### src/rtl/intr_accept_pkg.sv
package intr_accept_pkg;
    localparam int SR_W      = 32;
    localparam int MD_BIT    = 30;
    localparam int RB_BIT    = 29;
    localparam int BL_BIT    = 28;
    localparam int IMASK_LSB = 4;
    localparam int LVL_W     = 4;
    localparam int EVT_W     = 12;
    localparam int IDX_W     = 4;

    localparam logic [EVT_W-1:0] EVT_NMI       = 12'h1C0;
    localparam logic [EVT_W-1:0] EVT_IRL_BASE  = 12'h200;
    localparam logic [EVT_W-1:0] EVT_IRQ_BASE  = 12'h600;
    localparam logic [EVT_W-1:0] EVT_PINT_BASE = 12'h700;
    localparam int               VEC_OFS       = 'h600;

    typedef enum logic [1:0] {
        SRC_NONE = 2'd0,
        SRC_IRL  = 2'd1,
        SRC_IRQ  = 2'd2,
        SRC_PINT = 2'd3
    } src_kind_e;

    typedef struct packed {
        logic             vld;
        src_kind_e        kind;
        logic [IDX_W-1:0] idx;
        logic [LVL_W-1:0] lvl;
    } arb_pick_t;
endpackage

### src/rtl/intr_nmi_latch.sv
module intr_nmi_latch (
    input  logic clk,
    input  logic rst_n,
    input  logic nmi_pin,
    input  logic take,
    output logic pend
);
    typedef struct packed {
        logic prev;
        logic pend;
    } nmi_st_t;

    nmi_st_t st_d, st_q;

    always_comb begin
        st_d      = st_q;
        st_d.prev = nmi_pin;
        // a fresh edge wins over a clear in the same cycle
        st_d.pend = (st_q.pend & ~take) | (nmi_pin & ~st_q.prev);
    end

    always_ff @(posedge clk or negedge rst_n) begin
        if (!rst_n) st_q <= '0;
        else        st_q <= st_d;
    end

    assign pend = st_q.pend;
endmodule

### src/rtl/intr_level_arb.sv
module intr_level_arb
    import intr_accept_pkg::*;
#(
    parameter int N_IRQ  = 4,
    parameter int N_PINT = 2
) (
    input  logic [LVL_W-1:0]        irl_level,
    input  logic [N_IRQ-1:0]        irq_req,
    input  logic [N_IRQ*LVL_W-1:0]  irq_prio,
    input  logic [N_PINT-1:0]       pint_req,
    input  logic [N_PINT*LVL_W-1:0] pint_prio,
    input  logic [LVL_W-1:0]        imask,
    output arb_pick_t               pick
);
    // fixed scan order gives the tie rule: a later source replaces only on a strictly higher level
    always_comb begin
        pick = '0;
        if (irl_level > imask) begin
            pick.vld  = 1'b1;
            pick.kind = SRC_IRL;
            pick.lvl  = irl_level;
        end
        for (int i = 0; i < N_IRQ; i++) begin
            if (irq_req[i] && (irq_prio[i*LVL_W +: LVL_W] > imask) &&
                (!pick.vld || (irq_prio[i*LVL_W +: LVL_W] > pick.lvl))) begin
                pick.vld  = 1'b1;
                pick.kind = SRC_IRQ;
                pick.idx  = IDX_W'(i);
                pick.lvl  = irq_prio[i*LVL_W +: LVL_W];
            end
        end
        for (int j = 0; j < N_PINT; j++) begin
            if (pint_req[j] && (pint_prio[j*LVL_W +: LVL_W] > imask) &&
                (!pick.vld || (pint_prio[j*LVL_W +: LVL_W] > pick.lvl))) begin
                pick.vld  = 1'b1;
                pick.kind = SRC_PINT;
                pick.idx  = IDX_W'(j);
                pick.lvl  = pint_prio[j*LVL_W +: LVL_W];
            end
        end
    end
endmodule

### src/rtl/intr_evt_encode.sv
module intr_evt_encode
    import intr_accept_pkg::*;
(
    input  arb_pick_t         pick,
    input  logic              nmi_take,
    output logic [EVT_W-1:0]  code
);
    always_comb begin
        code = '0;
        if (nmi_take) begin
            code = EVT_NMI;
        end else if (pick.vld) begin
            unique case (pick.kind)
                SRC_IRL:  code = EVT_IRL_BASE  + {3'b000, pick.lvl, 5'b00000};
                SRC_IRQ:  code = EVT_IRQ_BASE  + {3'b000, pick.idx, 5'b00000};
                SRC_PINT: code = EVT_PINT_BASE + {3'b000, pick.idx, 5'b00000};
                default:  code = '0;
            endcase
        end
    end
endmodule

### src/rtl/intr_accept_unit.sv
module intr_accept_unit
    import intr_accept_pkg::*;
#(
    parameter int N_IRQ  = 4,
    parameter int N_PINT = 2,
    parameter int ADDR_W = 32
) (
    input  logic                    clk,
    input  logic                    rst_n,
    input  logic                    nmi_pin,
    input  logic                    insn_bnd,
    input  logic [LVL_W-1:0]        irl_level,
    input  logic [N_IRQ-1:0]        irq_req,
    input  logic [N_IRQ*LVL_W-1:0]  irq_prio,
    input  logic [N_PINT-1:0]       pint_req,
    input  logic [N_PINT*LVL_W-1:0] pint_prio,
    input  logic [SR_W-1:0]         sr_in,
    input  logic [ADDR_W-1:0]       vbr,
    input  logic [ADDR_W-1:0]       next_pc,
    output logic                    redirect,
    output logic [ADDR_W-1:0]       target_pc,
    output logic [ADDR_W-1:0]       spc_wdata,
    output logic [SR_W-1:0]         ssr_wdata,
    output logic [SR_W-1:0]         sr_wdata,
    output logic [EVT_W-1:0]        intevt,
    output logic [EVT_W-1:0]        intevt2
);
    localparam logic [SR_W-1:0] ENTRY_SET =
        (SR_W'(1) << MD_BIT) | (SR_W'(1) << RB_BIT) | (SR_W'(1) << BL_BIT);

    typedef struct packed {
        logic              redirect;
        logic [ADDR_W-1:0] target;
        logic [ADDR_W-1:0] spc;
        logic [SR_W-1:0]   ssr;
        logic [SR_W-1:0]   sr;
        logic [EVT_W-1:0]  evt;
        logic [EVT_W-1:0]  evt2;
    } entry_t;

    entry_t            ent_d, ent_q;
    logic              nmi_pend;
    logic              blocked;
    logic              nmi_take;
    logic              mask_take;
    arb_pick_t         pick;
    logic [EVT_W-1:0]  code;
    logic [LVL_W-1:0]  imask;

    assign imask     = sr_in[IMASK_LSB +: LVL_W];
    assign blocked   = sr_in[BL_BIT];
    assign nmi_take  = nmi_pend & ~blocked;
    assign mask_take = pick.vld & insn_bnd & ~blocked & ~nmi_take;

    intr_nmi_latch u_nmi (
        .clk     (clk),
        .rst_n   (rst_n),
        .nmi_pin (nmi_pin),
        .take    (nmi_take),
        .pend    (nmi_pend)
    );

    intr_level_arb #(
        .N_IRQ  (N_IRQ),
        .N_PINT (N_PINT)
    ) u_arb (
        .irl_level (irl_level),
        .irq_req   (irq_req),
        .irq_prio  (irq_prio),
        .pint_req  (pint_req),
        .pint_prio (pint_prio),
        .imask     (imask),
        .pick      (pick)
    );

    intr_evt_encode u_enc (
        .pick     (pick),
        .nmi_take (nmi_take),
        .code     (code)
    );

    always_comb begin
        ent_d = '0;
        if (nmi_take || mask_take) begin
            ent_d.redirect = 1'b1;
            ent_d.target   = vbr + ADDR_W'(VEC_OFS);
            ent_d.spc      = next_pc;
            ent_d.ssr      = sr_in;
            ent_d.sr       = sr_in | ENTRY_SET;
            ent_d.evt      = code;
            ent_d.evt2     = code;
        end
    end

    always_ff @(posedge clk or negedge rst_n) begin
        if (!rst_n) ent_q <= '0;
        else        ent_q <= ent_d;
    end

    assign redirect  = ent_q.redirect;
    assign target_pc = ent_q.target;
    assign spc_wdata = ent_q.spc;
    assign ssr_wdata = ent_q.ssr;
    assign sr_wdata  = ent_q.sr;
    assign intevt    = ent_q.evt;
    assign intevt2   = ent_q.evt2;
endmodule

### config.mk
export PLATFORM = sky130hd
export DESIGN_NAME = intr_accept_unit
export DESIGN_NICKNAME = d
export VERILOG_FILES = /design/src/rtl/intr_accept_pkg.sv /design/src/rtl/intr_nmi_latch.sv /design/src/rtl/intr_level_arb.sv /design/src/rtl/intr_evt_encode.sv /design/src/rtl/intr_accept_unit.sv
export SDC_FILE = /design/constraint.sdc
export NUM_CORES = 1
export LEC_CHECK = 0
export ABC_CLOCK_PERIOD_IN_PS = 2200
export BUFFER_PORTS_ARGS = -buffer_cell sky130_fd_sc_hd__buf_2
export CAP_MARGIN = 15
export CORE_ASPECT_RATIO = 1.75
export CORE_UTILIZATION = 52
export DETAILED_ROUTE_END_ITERATION = 6
export GPL_ROUTABILITY_DRIVEN = 0
export PLACE_DENSITY_LB_ADDON = 0.3
export SETUP_SLACK_MARGIN = 0.5
export SLEW_MARGIN = 20
export SYNTH_ARGS = -nofsm -noshare
export SYNTH_HDL_FRONTEND = slang
export SYNTH_HIERARCHICAL = 1
export SYNTH_SLANG_ARGS = --single-unit
### constraint.sdc
create_clock -name clk -period 2.2 [get_ports clk]
set_input_delay 0.22 -clock clk [delete_from_list [all_inputs] [get_ports clk]]
set_output_delay 0.22 -clock clk [all_outputs]
set_load 0.02 [all_outputs]
==> run summary <==
number of distinct library cells after synthesis = 67
Max clock buf depth = 2
post-DP HPWL = 15600 um
crit path DAT = 10.14 ns
Post-Synthesis Cells = 610
hold_ws = 0.0204 ns
worst-path fanout max = 8
average size of a mapped cell = 10.4 um2
drt initial violations = 234
CTS tree = built
initial antenna violation count = 0
number of port buffers = 286
routed wire length = 20600 um
CTS sink cnt = 111
crit path buf inv count = 7
worst setup margin = -7.66 ns
routed length per instance = 18.6 um
Slew @ Worst Pin = 0.815 ns
DR DRC count = 0
fin area = 9370 um2
first-pass GRT wire length = 30500 um
max cap viols = 0
Die X = 85.4 um
Final Skew = 0.00731 ns
CP max stage cell = or4b_4
Critical Path RT = 2.48 ns
CTS H-tree depth = 3
fin. max-slew vios = 0
vias per cell = 5.55
clock latency on the worst-skew pair = 0.34 ns
sequential fraction of the synthesis area = 0.439
DR vias = 6168
Post-synth EDFFs = 0
worst slack, placed = -7.82 ns
Startpoint Class = input port
DP Area = 8300 um2
Final Hold Viols = 0
synthesis-stage register bit count = 111
full die area = 12600 um2
RSZ-0062 raised after global routing = true
CTS root buffer = clkbuf_16
initial cell density of the core = 0.530
setup violators final = 102
dpl cells = 1056
Core Rows = 53
Critical Path Max Stage Delay = 0.47 ns
Max Fclk = 101 MHz
Lkg Pwr = 5.05 nW
Layout area overhead = 48.2%
top cell type's share of synthesized area = 0.439
hold crit path type = input port to register
synthesized area = 6320 um2
Num CTS Buffers = 9
share of synthesized registers carrying an async set or reset = 1.00
largest net degree at the start of global routing = 52
TNS Setup = -169.91 ns
post-route insts no fill = 1111
Worst R2R Setup Slack = 0.87 ns
Top cell by count, worst path = o21a_1
io pins = 287
PwrDens = 721 nW/um2
chip height = 148 um
Final period util = 4.48
CORE AREA = 11900 um2
cell family with most CP delay = compound AO/OA/AOI/OAI gates
fin util = 0.785
DR pass1 iterations = 5
Setup CP Type = input port to register
Worst setup EP type = register
ant diodes = 0
clock-pin slew on the worst setup and hold paths = 0.08 ns
YS warnings = 6
Worst IR Drop VDD = 0.000588 V
failing checks = negative setup slack
Slew HR = 0.450
antenna violation net count after detailed routing = 0
vias in the first global route = 6317
total routing usage reported by global routing = 0.310
Synth area leaders = dfrtp_1 (44%), ha_1 (10%), and2_1 (8.6%)
Pwr Total = 6.76 mW
min cycle time layout = 9.86 ns
Yosys top cell by area = dfrtp_1
status = finished, violations left
layout cell share with drive strength beyond 1 = 0.529
Nets = 1156
GRT overflow = 0
Primary FF master, synth = dfrtp_1
worst paths after layout:
path	from	end	depth (start not counted)
min	nmi_pin	u_nmi/st_q[1]$_DFF_PN0_	1
max in group asynchronous	rst_n	sr_wdata[2]$_DFF_PN0_	3
min in group asynchronous	rst_n	target_pc[7]$_DFF_PN0_	2
max reg2reg	u_nmi/pend$_DFF_PN0_	target_pc[21]$_DFF_PN0_	4
max	sr_in[6]	intevt[8]$_DFF_PN0_	57
min reg2reg	u_nmi/st_q[1]$_DFF_PN0_	u_nmi/pend$_DFF_PN0_	1
logic make-up after synthesis:
family / Yosys count / synth area share
simple gates: 215 / 0.200
compound gates: 119 / 0.144
flops: 111 / 0.439
buf+inv: 98 / 0.0948
fa+ha+maj: 53 / 0.105
xor+xnor: 11 / 0.0152
other cells: 3 / 0.00178
final cells by class:
type	count	area, um2
timing repair buffer	413	2640
clock inverter	6	62.6
multi-input combinational	406	3350
inverter	28	129
sequential	111	2780
tap	137	171
clock buffer	10	239
fill	770	2560
cells in the mapped netlist, drive strengths merged, types with 3 or more instances:
| library cell | count |
|---|---|
| nand2 | 23 |
| o22ai | 4 |
| a311o | 3 |
| o31ai | 3 |
| and4b | 3 |
| ha | 53 |
| o21a | 15 |
| nor3 | 5 |
| or3 | 5 |
| a222oi | 3 |
| and3 | 7 |
| a211o | 3 |
| clkbuf | 9 |
| a22o | 4 |
| conb | 3 |
| buf | 61 |
| inv | 28 |
| and4 | 3 |
| or2 | 6 |
| o21ai | 19 |
| a21o | 4 |
| nand4 | 15 |
| o311ai | 3 |
| nor2b | 10 |
| o211a | 4 |
| a22oi | 4 |
| nand3 | 15 |
| a21oi | 28 |
| dfrtp | 111 |
| o211ai | 8 |
| or4 | 6 |
| nor2 | 23 |
| and2 | 87 |
| xor2 | 9 |
power breakdown:
group	switching (mW)	total, mW	internal, mW
Clock	0.772	1.60	0.830
Combinational	1.49	2.88	1.40
Sequential	0.0743	2.27	2.20
registers in the layout, summed over array words and instances (netlist names):
register	flops
u_nmi/st_q	1
u_nmi/pend	1
spc_wdata	32
ssr_wdata	3
intevt	12
target_pc	32
sr_wdata	30
worst reg2reg max path: cells and delay by family (launching register included):
family,cells,cell delay [ns]
compound gates,1,0.04
simple gates,3,0.85
flops,1,0.38
routing by layer:
metal,GRT usage,vias up,part of all wire,wire [um]
met5,0,-,0,0
met4,0.179,0,0.060,1230
met3,0.0324,90,0.047,964
met2,0.606,335,0.56,11500
met1,0.308,2931,0.34,6970
li1,-,2812,-,-
placed cells by master, fill, tap and decap left out, drive strengths merged, types with 5 or more instances in the layout:
cell type | netlist | final
a21oi | 28 | 28
and2 | 87 | 87
and3 | 7 | 7
buf | 61 | 409
clkbuf | 9 | 13
conb | 3 | 8
dfrtp | 111 | 111
ha | 53 | 53
inv | 28 | 29
nand2 | 23 | 23
nand3 | 15 | 15
nand4 | 15 | 15
nor2 | 23 | 23
nor2b | 10 | 10
nor3 | 5 | 5
o211ai | 8 | 8
o21a | 15 | 15
o21ai | 19 | 19
or2 | 6 | 6
or3 | 5 | 5
or4 | 6 | 6
xor2 | 9 | 9
timing repair:
item | in CTS | in global routing
resized for setup | 42 | 53
hold buffers | 1 | 0
endpoints found under the hold margin | 32 | 0
setup buffers | 15 | 19
endpoints found under the setup margin | 102 | 102
pin swaps | 26 | 43
cloned | 0 | 4
Power figures use the tool's default switching activity.
